### src/rtl/fcfg_pkg.sv
package fcfg_pkg;

  typedef enum logic [2:0] {
    ST_IDLE,
    ST_PWR,
    ST_SETUP,
    ST_PROG,
    ST_SHIFT,
    ST_FINISH
  } seq_state_t;

  // Slot within a 4-byte group that feeds output position pos (index XOR 3).
  function automatic logic [1:0] grp_slot(input logic [1:0] pos);
    return pos ^ 2'b11;
  endfunction

  // Number of bytes a run moves, given the captured mode and count.
  function automatic logic [31:0] bytes_to_send(input logic sw, input logic al,
                                                input logic [31:0] n);
    if (!sw) return n;
    if (!al) return 32'd0;
    return {n[31:2], 2'b00};
  endfunction

endpackage

### src/rtl/fcfg_timer.sv
module fcfg_timer #(
  parameter int TW = 8
) (
  input  logic          clk,
  input  logic          rst_n,
  input  logic          load,
  input  logic [TW-1:0] load_val,
  output logic          expired
);
  logic [TW-1:0] cnt;

  always_ff @(posedge clk) begin
    if (!rst_n)                 cnt <= '0;
    else if (load)              cnt <= load_val;
    else if (cnt != '0)         cnt <= cnt - TW'(1);
  end

  assign expired = (cnt == '0);

  a_r3_count_down: assert property (@(posedge clk) disable iff (!rst_n)
    (!load && cnt != '0) |=> (cnt == $past(cnt) - TW'(1)));

endmodule

### src/rtl/fcfg_reorder.sv
module fcfg_reorder
  import fcfg_pkg::*;
(
  input  logic       clk,
  input  logic       rst_n,
  input  logic       clr,
  input  logic       sw,
  input  logic       in_valid,
  input  logic [7:0] in_data,
  output logic       in_ready,
  output logic       out_valid,
  output logic [7:0] out_data,
  input  logic       out_ready,
  output logic       draining
);
  logic [7:0] slot [4];
  logic [1:0] fill;
  logic [1:0] didx;
  logic       in_fire, out_fire;

  assign in_fire  = sw && in_valid && in_ready;
  assign out_fire = sw && out_valid && out_ready;

  always_comb begin
    if (sw) begin
      in_ready  = !draining;
      out_valid = draining;
      out_data  = slot[grp_slot(didx)];
    end else begin
      in_ready  = out_ready;
      out_valid = in_valid;
      out_data  = in_data;
    end
  end

  always_ff @(posedge clk) begin
    if (!rst_n || clr) begin
      fill     <= '0;
      didx     <= '0;
      draining <= 1'b0;
    end else begin
      if (in_fire) begin
        fill <= fill + 2'd1;
        if (fill == 2'd3) begin
          draining <= 1'b1;
          didx     <= '0;
        end
      end
      if (out_fire) begin
        didx <= didx + 2'd1;
        if (didx == 2'd3) begin
          draining <= 1'b0;
          fill     <= '0;
        end
      end
    end
  end

  for (genvar g = 0; g < 4; g++) begin : g_slot
    always_ff @(posedge clk) begin
      if (in_fire && fill == 2'(g)) slot[g] <= in_data;
    end
  end

  a_r7_hold_group: assert property (@(posedge clk) disable iff (!rst_n || clr)
    (sw && out_valid && !out_ready) |=> (out_valid && $stable(out_data)));
  a_r7_no_take_while_drain: assert property (@(posedge clk) disable iff (!rst_n)
    (sw && draining) |-> !in_fire);

endmodule

### src/rtl/fcfg_shifter.sv
module fcfg_shifter #(
  parameter int HALF = 1
) (
  input  logic       clk,
  input  logic       rst_n,
  input  logic       s_valid,
  input  logic [7:0] s_data,
  output logic       s_ready,
  output logic       cclk,
  output logic       din,
  output logic       active
);
  localparam int PW = (HALF > 1) ? $clog2(HALF) : 1;

  logic [7:0]    sr;
  logic [2:0]    bitn;
  logic          hi;
  logic [PW-1:0] pcnt;
  logic          phase_end;
  logic          rise_evt;

  assign s_ready   = !active;
  assign phase_end = (pcnt == PW'(HALF - 1));
  assign rise_evt  = active && phase_end && !hi;

  always_ff @(posedge clk) begin
    if (!rst_n) begin
      active <= 1'b0;
      sr     <= '0;
      bitn   <= '0;
      hi     <= 1'b0;
      pcnt   <= '0;
      din    <= 1'b0;
      cclk   <= 1'b0;
    end else if (!active) begin
      if (s_valid) begin
        active <= 1'b1;
        sr     <= s_data;
        bitn   <= 3'd7;
        hi     <= 1'b0;
        pcnt   <= '0;
        din    <= s_data[7];
        cclk   <= 1'b0;
      end
    end else if (!phase_end) begin
      pcnt <= pcnt + PW'(1);
    end else begin
      pcnt <= '0;
      if (!hi) begin
        hi   <= 1'b1;
        cclk <= 1'b1;
      end else begin
        hi   <= 1'b0;
        cclk <= 1'b0;
        if (bitn == 3'd0) active <= 1'b0;
        else begin
          bitn <= bitn - 3'd1;
          din  <= sr[bitn - 3'd1];
        end
      end
    end
  end

  a_r4_din_stable: assert property (@(posedge clk) disable iff (!rst_n)
    cclk |=> (!cclk || $stable(din)));
  a_r5_rise_follows: assert property (@(posedge clk) disable iff (!rst_n)
    rise_evt |=> cclk);
  a_r5_idle_low: assert property (@(posedge clk) disable iff (!rst_n)
    !active |-> !cclk);

endmodule

### src/rtl/fcfg_seq.sv
module fcfg_seq
  import fcfg_pkg::*;
#(
  parameter int T_PWR     = 1200000,
  parameter int T_SETUP   = 24000,
  parameter int T_PROG    = 1200000,
  parameter int CCLK_HALF = 1,
  parameter int CNT_W     = 16
) (
  input  logic             clk,
  input  logic             rst_n,
  input  logic             start,
  input  logic             swap,
  input  logic             aligned,
  input  logic [CNT_W-1:0] byte_count,
  input  logic             in_valid,
  input  logic [7:0]       in_data,
  output logic             in_ready,
  output logic             pwr_en,
  output logic             prog_n,
  output logic             cclk,
  output logic             din,
  output logic             busy,
  output logic             done
);
  localparam int TMAX = (T_PWR > T_PROG) ? ((T_PWR > T_SETUP) ? T_PWR : T_SETUP)
                                         : ((T_PROG > T_SETUP) ? T_PROG : T_SETUP);
  localparam int TW   = $clog2(TMAX + 1);

  seq_state_t       state;
  logic             sw_q;
  logic             pwr_q;
  logic [CNT_W-1:0] in_left, out_left;
  logic [CNT_W-1:0] run_total;

  logic          tmr_load, tmr_exp;
  logic [TW-1:0] tmr_val;
  logic          accept;
  logic          gate;
  logic          r_in_ready, r_out_valid, r_draining;
  logic [7:0]    r_out_data;
  logic          sh_ready, sh_active, sh_load;
  logic          in_fire;

  assign accept    = (state == ST_IDLE) && start;
  assign run_total = CNT_W'(bytes_to_send(swap, aligned, 32'(byte_count)));
  assign gate      = (state == ST_SHIFT) && (in_left != '0);
  assign in_ready  = gate && r_in_ready;
  assign in_fire   = in_valid && in_ready;
  assign sh_load   = r_out_valid && sh_ready && (state == ST_SHIFT) && (out_left != '0);

  always_comb begin
    tmr_load = 1'b0;
    tmr_val  = '0;
    if (accept) begin
      tmr_load = 1'b1;
      tmr_val  = TW'(T_PWR - 1);
    end else if (state == ST_PWR && tmr_exp) begin
      tmr_load = 1'b1;
      tmr_val  = TW'(T_SETUP - 1);
    end else if (state == ST_SETUP && tmr_exp) begin
      tmr_load = 1'b1;
      tmr_val  = TW'(T_PROG - 1);
    end
  end

  fcfg_timer #(.TW(TW)) u_timer (
    .clk(clk), .rst_n(rst_n), .load(tmr_load), .load_val(tmr_val), .expired(tmr_exp)
  );

  fcfg_reorder u_reorder (
    .clk(clk), .rst_n(rst_n), .clr(accept), .sw(sw_q),
    .in_valid(in_valid && gate), .in_data(in_data), .in_ready(r_in_ready),
    .out_valid(r_out_valid), .out_data(r_out_data), .out_ready(sh_ready && (out_left != '0)),
    .draining(r_draining)
  );

  fcfg_shifter #(.HALF(CCLK_HALF)) u_shift (
    .clk(clk), .rst_n(rst_n), .s_valid(sh_load), .s_data(r_out_data),
    .s_ready(sh_ready), .cclk(cclk), .din(din), .active(sh_active)
  );

  always_ff @(posedge clk) begin
    if (!rst_n) begin
      state    <= ST_IDLE;
      sw_q     <= 1'b0;
      pwr_q    <= 1'b0;
      in_left  <= '0;
      out_left <= '0;
    end else begin
      case (state)
        ST_IDLE: if (start) begin
          state    <= ST_PWR;
          pwr_q    <= 1'b1;
          sw_q     <= swap;
          in_left  <= run_total;
          out_left <= run_total;
        end
        ST_PWR:    if (tmr_exp) state <= ST_SETUP;
        ST_SETUP:  if (tmr_exp) state <= ST_PROG;
        ST_PROG:   if (tmr_exp) state <= ST_SHIFT;
        ST_SHIFT:  if (out_left == '0 && !sh_active) state <= ST_FINISH;
        ST_FINISH: state <= ST_IDLE;
        default:   state <= ST_IDLE;
      endcase
      if (!accept && in_fire) in_left  <= in_left - CNT_W'(1);
      if (!accept && sh_load) out_left <= out_left - CNT_W'(1);
    end
  end

  assign pwr_en = pwr_q;
  assign prog_n = (state != ST_PROG);
  assign busy   = (state != ST_IDLE);
  assign done   = (state == ST_FINISH);

  a_r3_prog_quiet: assert property (@(posedge clk) disable iff (!rst_n)
    !prog_n |-> !cclk);
  a_r2_power_holds: assert property (@(posedge clk) disable iff (!rst_n)
    pwr_en |=> pwr_en);
  a_r11_done_in_busy: assert property (@(posedge clk) disable iff (!rst_n)
    done |-> busy);
  a_r11_done_pulse: assert property (@(posedge clk) disable iff (!rst_n)
    done |=> (!done && !busy));
  a_r12_no_rerun: assert property (@(posedge clk) disable iff (!rst_n)
    (busy && state != ST_PWR) |=> (state != ST_PWR));
  a_r10_take_after_pulse: assert property (@(posedge clk) disable iff (!rst_n)
    in_fire |-> (prog_n && pwr_en));
  a_r9_skip_silent: assert property (@(posedge clk) disable iff (!rst_n)
    (busy && sw_q && out_left == '0 && !sh_active) |-> !cclk);
  a_r7_no_take_drain: assert property (@(posedge clk) disable iff (!rst_n)
    (sw_q && r_draining) |-> !in_ready);

endmodule

### config.mk
export PLATFORM = sky130hd
export DESIGN_NAME = fcfg_seq
export DESIGN_NICKNAME = d
export VERILOG_FILES = /design/src/rtl/fcfg_pkg.sv /design/src/rtl/fcfg_timer.sv /design/src/rtl/fcfg_reorder.sv /design/src/rtl/fcfg_shifter.sv /design/src/rtl/fcfg_seq.sv
export SDC_FILE = /design/constraint.sdc
export NUM_CORES = 1
export LEC_CHECK = 0
export BUFFER_PORTS_ARGS = -buffer_cell sky130_fd_sc_hd__buf_2
export CORE_ASPECT_RATIO = 1.1
export CORE_MARGIN = 10
export CORE_UTILIZATION = 61
export DETAILED_ROUTE_END_ITERATION = 10
export HOLD_SLACK_MARGIN = 0.08
export PLACE_DENSITY = 0.8
export SLEW_MARGIN = 20
export SYNTH_ARGS = -nofsm -noshare
export SYNTH_HDL_FRONTEND = slang
export SYNTH_SLANG_ARGS = --single-unit
### constraint.sdc
create_clock -name clk -period 2.5 [get_ports clk]
set_input_delay 0.125 -clock clk [delete_from_list [all_inputs] [get_ports clk]]
set_output_delay 0.125 -clock clk [all_outputs]
set_load 0.01 [all_outputs]
==> results of run 1 <==
stage by stage:
step,cell area (µm²),cells,power [mW],hold slack [ns]
final,6290,760,3.64,0.0903
after global routing,6290,760,3.81,0.0982
after CTS,6260,759,3.63,0.0810
after detailed placement,5900,724,2.65,0.365
after global placement,5900,724,2.63,0.358
after floorplan,5490,578,2.44,0.224
power groups by stage:
stage	logic [mW]	registers, mW	clock network, mW
2_1_floorplan	0.457	1.98	0
3_3_place_gp	0.635	2.00	0
3_5_place_dp	0.652	2.00	0
4_1_cts	0.680	1.96	0.984
5_1_grt	0.778	1.98	1.05
6_report	0.703	1.97	0.969
cells in the final DEF, fill, tap and decap left out, drive strengths merged, types with 5 or more instances in the layout:
| master | n |
|---|---|
| a211oi | 13 |
| a21oi | 42 |
| a31oi | 14 |
| and2 | 9 |
| buf | 64 |
| clkbuf | 10 |
| dfxtp | 77 |
| dlygate4sd3 | 19 |
| edfxtp | 32 |
| ha | 11 |
| inv | 18 |
| mux2i | 15 |
| mux4 | 10 |
| nand2 | 59 |
| nand2b | 5 |
| nand3 | 17 |
| nand4 | 5 |
| nor2 | 57 |
| nor3 | 20 |
| nor3b | 5 |
| nor4 | 11 |
| o211ai | 5 |
| o21a | 6 |
| o21ai | 19 |
| o311ai | 7 |
| o31ai | 7 |
| or2 | 5 |
| or3 | 10 |
| or4 | 5 |
| xnor2 | 9 |
| xor2 | 10 |
worst max-delay path: cells and delay by family (launching register included):
family	cells	cell delay, ns
and+or+nand+nor	4	1.12
buffers and inverters	1	0.08
DFF	1	0.35
AOI/OAI and AO/OA	2	0.50
adders and majority gates	1	0.21
state kept, by name, indices dropped and copies added (netlist names):
name,count
u_reorder.didx,2
out_left,16
u_reorder.draining,1
u_shift.bitn,3
u_timer.cnt,21
in_left,16
u_shift.active,1
u_reorder.fill,2
u_shift.sr,8
sw_q,1
u_reorder.slot,32
state,3
u_shift.din,1
u_shift.cclk,1
pwr_en,1
metal layers:
metal	vias to the layer above	wire [µm]
li1	2279	-
met1	2258	5500
met2	186	6330
met3	28	734
met4	0	319
met5	-	0
path summary, 6_finish.rpt:
| path | depth (start not counted) | endpoint | slack [ns] |
|---|---|---|---|
| worst max-delay path | 8 | out_left[6] | 0.14 |
| worst min register to register | 1 | out_left[13] | 0.49 |
| worst max register to register | 8 | out_left[6] | 0.14 |
| worst min-delay path | 3 | in_left[4] | 0.09 |
area by class of cell:
| cell class | instances | area (µm²) |
|---|---|---|
| clock buffers | 10 | 128 |
| clock inverters | 6 | 45.0 |
| fillers | 672 | 2530 |
| inverters | 16 | 60.1 |
| multi-input cells | 422 | 2840 |
| flip-flops and latches | 109 | 2500 |
| well taps | 114 | 143 |
| repair buffers | 83 | 581 |
timing repair:
action,CTS,global route
resized for setup,2,9
setup buffers,0,1
pin swaps,0,1
endpoints found under the hold margin,45,0
hold buffers,19,0
endpoints found under the setup margin,9,74
kinds of logic after synthesis:
kind of cell / after synthesis / synth area share
xor+xnor: 19 / 0.0303
fa+ha+maj: 11 / 0.0251
flops: 109 / 0.456
simple gates: 226 / 0.210
buf+inv: 47 / 0.0335
mux: 26 / 0.0704
compound gates: 140 / 0.174
==> key figures, run 1 <==
Pwr
  – Leak: 2.31 nW
  – Peak VDD IR: 328 µV
  – Switching Fraction: 0.298
  – Clk pwr share: 0.266
  – Reg power frac: 0.540
  – Internal: 2.55 mW
  – Pwr Density: 578 mW/mm²
  – Part of the power in combinational logic: 0.193
  – NetSw: 1.08 mW

Global routing
  – GRT Util Overall: 0.192
  – Vias in the first global route: 4513
  – GRT busiest layer: met2
  – Met3 usage: 0.0274
  – Largest net degree at the start of global routing: 28
  – Grt met2 use: 0.320
  – GRT met1 Usage: 0.240
  – GRT Residual Overflow: 0
  – First-pass GRT wire length: 21.7 mm
  – Initial antenna violation count: 0

Synth
  – Unique masters post-synth: 68
  – Mapped Cells: 578
  – YS warnings: 0
  – EDFF count, synth: 32
  – Register bit total from synthesis: 109
  – Post-Syn Area: 0.00549 mm²
  – Top cell type's share of synthesized area: 0.281
  – Async SR Flop Fraction: 0
  – Main flop type after synthesis: dfxtp_1
  – Dominant cell type by area after synthesis: dfxtp_1
  – Mapped Nets: 619
  – Most instantiated library cell after synthesis: dfxtp_1
  – Syn Area/Cell: 9.50 µm²
  – Register area share after synthesis: 0.456
  – Synth area leaders: dfxtp_1, edfxtp_1, mux4_2
  – Top cells by count, synth: dfxtp_1, nand2_1, nor2_1, a21oi_1, edfxtp_1

Finish
  – Core Util, Final: 0.713
  – Share of layout cells above drive strength 1: 0.180
  – Area Growth Syn to Fin: 14.7%
  – # diodes: 0
  – Layout net count: 682

Die
  – Top Ports: 37
  – Die X-Extent: 110 µm
  – DIE AREA: 0.0132 mm²
  – FP Rows: 36
  – Starting Density: 0.622
  – Core area: 0.00883 mm²
  – Die H: 119 µm

Worst setup path
  – Worst-path fanout max: 12
  – Max incr delay on CP: 0.38 ns
  – Arr. time, crit path: 2.62 ns
  – Crit. Startpoint: out_left[0]
  – Worst Path Required: 2.76 ns
  – Worst Setup Start Kind: flip-flop
  – Critical Path Slowest Stage Cell: a221o_1
  – Reg2Reg Launch Point: out_left[0]
  – Cells along the critical path: inv_1 -> ha_1 -> nor3b_2 -> and4_1 -> nand2_1 -> and2_2 -> a221o_1 -> o311a_1
  – Worst setup EP type: flip-flop
  – Critical path class: flip-flop to flip-flop

STA
  – Post-route clock period utilization: 0.944
  – Final setup margin: 0.140 ns
  – Minimum clock period after layout: 2.36 ns
  – Measured slew at the worst slew-check pin: 0.586 ns
  – Setup tns final: 0 ns
  – Clock Skew: 0.0143 ns
  – Final hold violation count: 0
  – Final setup violation count: 0
  – Fmax: 0.424 GHz
  – Slew headroom: 0.609
  – Final Slew Violations: 0

Clock network
  – CTS tree: yes
  – CTS max path bufs: 2
  – # clock sinks: 109
  – H-tree Lvls: 3
  – Root Buffer: clkbuf_8
  – CTS Buf Count: 9
  – Clock Latency Late Sink: 0.37 ns
  – Worst-path clk slew: 0.11 ns

Outcome
  – Status: finished, final reports clean

Run
  – Maxcap violations: 0

Route
  – Final wirelength: 12.9 mm
  – Drt drc: 0
  – Avg WL per Cell: 17.0 µm
  – First-pass iteration count of the detailed router: 5
  – Detail Route Antenna Nets: 0
  – Drt via density: 6.25
  – 1st-iter DRT viols: 353
  – Via count of the routed design: 4751

Min path
  – Hold/Removal Path Class: input port to flip-flop
  – Hold path start: byte_count[4]

Place
  – Dpl ws: 0.00510 ns
  – Routability cong.: 0.987
  – Final HPWL DP: 9.26 mm
  – IO Port Bufs: 36
(Power assumes the default switching activity.)
==> run 2, diff against run 1 <==
==> constraint.sdc (replaced) <==
create_clock -name clk -period 2.4 [get_ports clk]
set_input_delay 0.12 -clock clk [delete_from_list [all_inputs] [get_ports clk]]
set_output_delay 0.12 -clock clk [all_outputs]
set_load 0.01 [all_outputs]
==> run 2 against run 1 <==
  * First-iteration DRC count fell by 3.7%
  * Sequential cell count did not move
  * Cell count rose by 1.7%
  * Largest cell class unchanged
  * Via count rose by 0.63%
  * Count of clock-buffer cells in the layout rose by 3
  * Sequential share of layout area fell by 1.1 points
  * Maximum frequency rose by 3.5%
  * Die area did not move
  * Critical path depth fell by 1
  * Worst hold slack improved by 0.0063 ns
  * Utilization rose by 2.0 points
  * Clock power rose by 16%
==> key figures, run 2 (same netlist as run 1, synthesis figures left out) <==
Pwr
  – Peak VDD IR: 362 µV
  – Leak: 2.39 nW
  – Internal: 2.78 mW
  – NetSw: 1.16 mW
  – Part of the power in combinational logic: 0.197
  – Clk pwr share: 0.284
  – Switching Fraction: 0.294
  – Pwr Density: 610 mW/mm²
  – Reg power frac: 0.519

STA
  – Final setup violation count: 0
  – Final Slew Violations: 0
  – Final hold violation count: 0
  – Clock Skew: 0.0154 ns
  – Min Hold Slack: 0.0966 ns
  – Setup tns final: 0 ns
  – Minimum clock period after layout: 2.28 ns
  – Post-route clock period utilization: 0.950
  – RSZ-0062 raised after global routing: false
  – Slew headroom: 0.601
  – Fmax: 0.439 GHz
  – Measured slew at the worst slew-check pin: 0.598 ns

Finish
  – # diodes: 0
  – Number of flip-flops in the largest register: 32
  – Multi-input gate area: 0.00285 mm²
  – # fillers: 701
  – Largest register by flop count: u_reorder.slot
  – Final Non-Filler Cells: 773
  – Area Growth Syn to Fin: 17.8%
  – Commonest non-fill, non-tap cells in the layout: dfxtp_1, nand2_1, nor2_1
  – Post-route cell area: 0.00647 mm²
  – Storage cell area: 0.00250 mm²
  – Share of layout cells above drive strength 1: 0.190
  – Core Util, Final: 0.733
  – Layout net count: 695
  – Most common cell after layout, fill and taps aside: dfxtp_1
  – Top Registers: u_reorder.slot (32), u_timer.cnt (21)

Outcome
  – Status: finished, final reports clean

Clock network
  – Root Buffer: clkbuf_8
  – CTS Buf Count: 9
  – H-tree Lvls: 3
  – CTS max path bufs: 2
  – # clock sinks: 109
  – CTS tree: yes
  – Worst-path clk slew: 0.10 ns
  – Clock Latency Late Sink: 0.38 ns

Global routing
  – Initial antenna violation count: 0
  – First-pass GRT wire length: 22.6 mm
  – GRT Residual Overflow: 0
  – GRT Util Overall: 0.202
  – Vias in the first global route: 4693
  – Largest net degree at the start of global routing: 28

Route
  – Met3 WL: 813 µm
  – 1st-iter DRT viols: 340
  – Drt via density: 6.18
  – Detail Route Antenna Nets: 0
  – WL met2: 6.69 mm
  – First-pass iteration count of the detailed router: 5
  – Max layer used: met4
  – Final wirelength: 13.5 mm
  – Via count of the routed design: 4781
  – Avg WL per Cell: 17.5 µm
  – Metal-1 WL: 5.66 mm
  – Drt drc: 0

Place
  – Final HPWL DP: 9.60 mm
  – Placed insts: 736
  – IO Port Bufs: 36
  – Routability cong.: 0.999
  – Placed Area: 0.00602 mm²

Worst setup path
  – Critical Path Slowest Stage Cell: or3_1
  – Cells along the critical path: or3_1 -> or2_1 -> o31ai_4 -> or2_1 -> buf_4 -> a21oi_1 -> o21a_1
  – Max incr delay on CP: 0.44 ns
  – Worst setup EP type: flip-flop
  – Critical path class: flip-flop to flip-flop
  – Worst Path Required: 2.68 ns
  – Worst-path fanout max: 9
  – Worst Setup Start Kind: flip-flop
  – Most used cell, CP: or2_1
  – Arr. time, crit path: 2.56 ns

Die
  – Core area: 0.00883 mm²
  – Starting Density: 0.622
  – Die X-Extent: 110 µm
  – Die H: 119 µm
  – DIE AREA: 0.0132 mm²
  – Top Ports: 37
  – FP Rows: 36

Min path
  – Hold/Removal Path Class: input port to flip-flop

Run
  – Maxcap violations: 0
## run 2: through the flow
| step | setup slack [ns] | power, mW |
|---|---|---|
| after floorplan | 0.217 | 2.54 |
| after global placement | 0.159 | 2.77 |
| after detailed placement | 0.0312 | 2.79 |
| after CTS | 0.00167 | 3.92 |
| after global routing | 0.0167 | 4.11 |
| final | 0.120 | 3.95 |
## run 2: repair_timing
item                                    CTS  global route
hold endpoints to repair                 45             0
endpoints found under the setup margin    0            67
resized for setup                         0             9
hold buffers                             19             0
setup buffers                             0             2
## run 2: final cells by class
cell class | count | share of cell area
clock buffers | 13 | 0.0265
multi-input cells | 422 | 0.441
repair buffers | 96 | 0.111
clock inverters | 3 | 0.00406
inverters | 16 | 0.00929
well taps | 114 | 0.0221
flip-flops and latches | 109 | 0.387
## run 2: routing by layer
metal / up-vias / GRT usage
met5: - / 0
met3: 28 / 0.0304
met1: 2264 / 0.244
met2: 177 / 0.346
li1: 2312 / -
met4: 0 / 0.0977
## run 2: critical path: cells and delay by family (launching register included)
family                 cells  cell delay (ns)
buffers and inverters      1             0.17
and+or+nand+nor            3             0.93
DFF                        1             0.37
AOI/OAI and AO/OA          3             0.69
## run 2: path summary, 6_finish.rpt
kind,from,to,slack (ns),cells past startpoint
setup / recovery,out_left[12],in_left[8],0.12,7
hold / removal,byte_count[12],out_left[12],0.1,3
setup reg to reg,out_left[12],in_left[8],0.12,7
hold reg to reg,out_left[13],out_left[13],0.49,1
## run 2: power groups by stage
stage                     sequential [mW]  clock (mW)  combinational, mW
after floorplan                      2.07           0              0.476
after global placement               2.08           0              0.690
after detailed placement             2.09           0              0.704
after CTS                            2.05        1.13              0.737
after global routing                 2.06        1.20              0.856
final                                2.05        1.12              0.777
==> run 3, diff against run 2 <==
--- a/config.mk
+++ b/config.mk
@@ -8,10 +8,11 @@
 export BUFFER_PORTS_ARGS = -buffer_cell sky130_fd_sc_hd__buf_2
 export CORE_ASPECT_RATIO = 1.1
 export CORE_MARGIN = 10
-export CORE_UTILIZATION = 61
+export CORE_UTILIZATION = 63
+export CTS_BUF_LIST = sky130_fd_sc_hd__clkbuf_8
 export DETAILED_ROUTE_END_ITERATION = 10
 export HOLD_SLACK_MARGIN = 0.08
-export PLACE_DENSITY = 0.8
+export PLACE_DENSITY = 0.83
 export SLEW_MARGIN = 20
 export SYNTH_ARGS = -nofsm -noshare
 export SYNTH_HDL_FRONTEND = slang
==> constraint.sdc (replaced) <==
create_clock -name clk -period 2.4 [get_ports clk]
set_input_delay 0.12 -clock clk [delete_from_list [all_inputs] [get_ports clk]]
set_output_delay 0.12 -clock clk [all_outputs]
set_load 0.1 [all_outputs]
==> run 3 against run 2 <==
  * Global-route usage grew 1.1 points
  * Largest cell class unchanged
  * Highest routed layer unchanged
  * Critical path type is now flip-flop to primary output
  * Largest power group unchanged
  * Sequential cell count is the same
  * Via count grew 0.52%
  * Setup slack lost 0.078 ns
  * Design area shrank 1.5%
  * Sequential power is essentially flat
  * Critical path depth shrank 1
==> key figures, run 3 (same netlist as run 1, synthesis figures left out) <==
Outcome
  – Status: finished, final reports clean

Global routing
  – GRT Util Overall: 0.213
  – GRT Residual Overflow: 0
  – Vias in the first global route: 4644
  – First-pass GRT wire length: 22.6 mm
  – Largest net degree at the start of global routing: 32
  – Initial antenna violation count: 0

STA
  – Final Slew Violations: 0
  – Post-route clock period utilization: 0.982
  – Slew headroom: 0.596
  – Final hold violation count: 0
  – Fmax: 0.424 GHz
  – Final setup violation count: 0
  – Min Hold Slack: 0.0947 ns
  – Measured slew at the worst slew-check pin: 0.606 ns
  – Clock Skew: 0.0115 ns
  – Minimum clock period after layout: 2.36 ns

Die
  – Starting Density: 0.649
  – Top Ports: 37
  – Core area: 0.00845 mm²
  – Die H: 118 µm
  – Die X-Extent: 109 µm
  – FP Rows: 35
  – DIE AREA: 0.0129 mm²

Route
  – 1st-iter DRT viols: 324
  – Drt drc: 0
  – Final wirelength: 13.6 mm
  – Avg WL per Cell: 17.9 µm
  – Via count of the routed design: 4806
  – Detail Route Antenna Nets: 0
  – First-pass iteration count of the detailed router: 5
  – Drt via density: 6.30

Clock network
  – CTS tree: yes
  – Clock Latency Late Sink: 0.38 ns
  – Worst-path clk slew: 0.11 ns
  – CTS max path bufs: 2
  – H-tree Lvls: 3
  – Root Buffer: clkbuf_8
  – CTS Buf Count: 9
  – # clock sinks: 109

Finish
  – Share of layout cells above drive strength 1: 0.187
  – Most common cell after layout, fill and taps aside: dfxtp_1
  – Commonest non-fill, non-tap cells in the layout: dfxtp_1, nand2_1, nor2_1
  – Layout net count: 688
  – Number of flip-flops in the largest register: 32
  – Largest register by flop count: u_reorder.slot
  – Top Registers: u_reorder.slot (32), u_timer.cnt (21)
  – Area Growth Syn to Fin: 16.0%
  – # diodes: 0
  – Multi-input gate area: 0.00284 mm²
  – Storage cell area: 0.00250 mm²
  – # fillers: 598

Min path
  – Hold/Removal Path Class: input port to flip-flop

Pwr
  – Pwr Density: 620 mW/mm²
  – Tot Pwr: 3.95 mW
  – Leak: 2.35 nW
  – Peak VDD IR: 362 µV

Place
  – Routability cong.: 0.881
  – Final HPWL DP: 9.93 mm
  – IO Port Bufs: 36

Worst setup path
  – Worst Path Required: 2.28 ns
  – Worst Setup Start Kind: flip-flop
  – Arr. time, crit path: 2.24 ns
  – Worst-path fanout max: 6
  – Worst setup EP type: primary output
  – Critical path class: flip-flop to primary output

Run
  – Maxcap violations: 0
-- run 3: changes by cell type in the layout (fill, tap and decap cells not counted), sizes merged --
cell / before / now
buf: 77 / 72
clkbuf: 13 / 9
clkinv: 1 / 4
dlygate4sd3: 19 / 17
inv: 18 / 19
-- run 3: what timing repair did --
action | CTS | global route
setup buffers | 1 | 0
endpoints found under the setup margin | 1 | 34
hold buffers | 17 | 0
pin swaps | 1 | 0
endpoints found under the hold margin | 44 | 0
resized for setup | 1 | 8
-- run 3: per-stage QoR --
stage               TNS [ns]  setup slack (ns)   util  cells  cell area (µm²)
finish                     0            0.0427  0.754    763             6370
global route         -0.0882           -0.0473  0.754    763             6370
CTS                        0           0.00756  0.751    763             6340
detailed placement         0            0.0752  0.705    729             5960
global placement           0             0.201  0.705    729             5960
floorplan                  0             0.217      -    578             5490
-- run 3: path summary, 6_finish.rpt --
| path | start | end | slack, ns | depth (start not counted) |
|---|---|---|---|---|
| worst min-delay path | byte_count[2] | in_left[2] | 0.09 | 3 |
| worst min register to register | pwr_en | pwr_en | 0.49 | 2 |
| worst max-delay path | out_left[12] | in_ready | 0.04 | 6 |
| worst max register to register | out_left[12] | in_left[10] | 0.15 | 8 |
-- run 3: metal layers --
layer	vias to the layer above	GRT usage	share of wire	wire length, µm
met2	195	0.343	0.49	6730
met4	0	0.0743	0.017	232
met1	2290	0.280	0.42	5780
li1	2294	-	-	-
met3	27	0.0329	0.066	898
met5	-	0	0	0
-- run 3: final cells by class --
type	instances	share of cell area
Clock buffer	9	0.0194
Clock inverter	7	0.0128
Inverter	16	0.00943
Multi-Input combinational cell	422	0.446
Sequential cell	109	0.393
Tap cell	111	0.0218
Timing Repair Buffer	89	0.0978
-- run 3: power by group --
part	internal, mW	leakage (nW)	switching (mW)
Clock	0.417	0.103	0.706
Sequential	1.96	0.917	0.0860
Combinational	0.321	1.33	0.452
Total	2.70	2.35	1.24
-- run 3: worst max-delay path: stages, from the launching register on --
cell	delay (ns)
dfxtp_1	0.37
or3_1	0.44
or2_1	0.31
o31ai_4	0.29
buf_4	0.18
nor2_2	0.04
buf_4	0.23
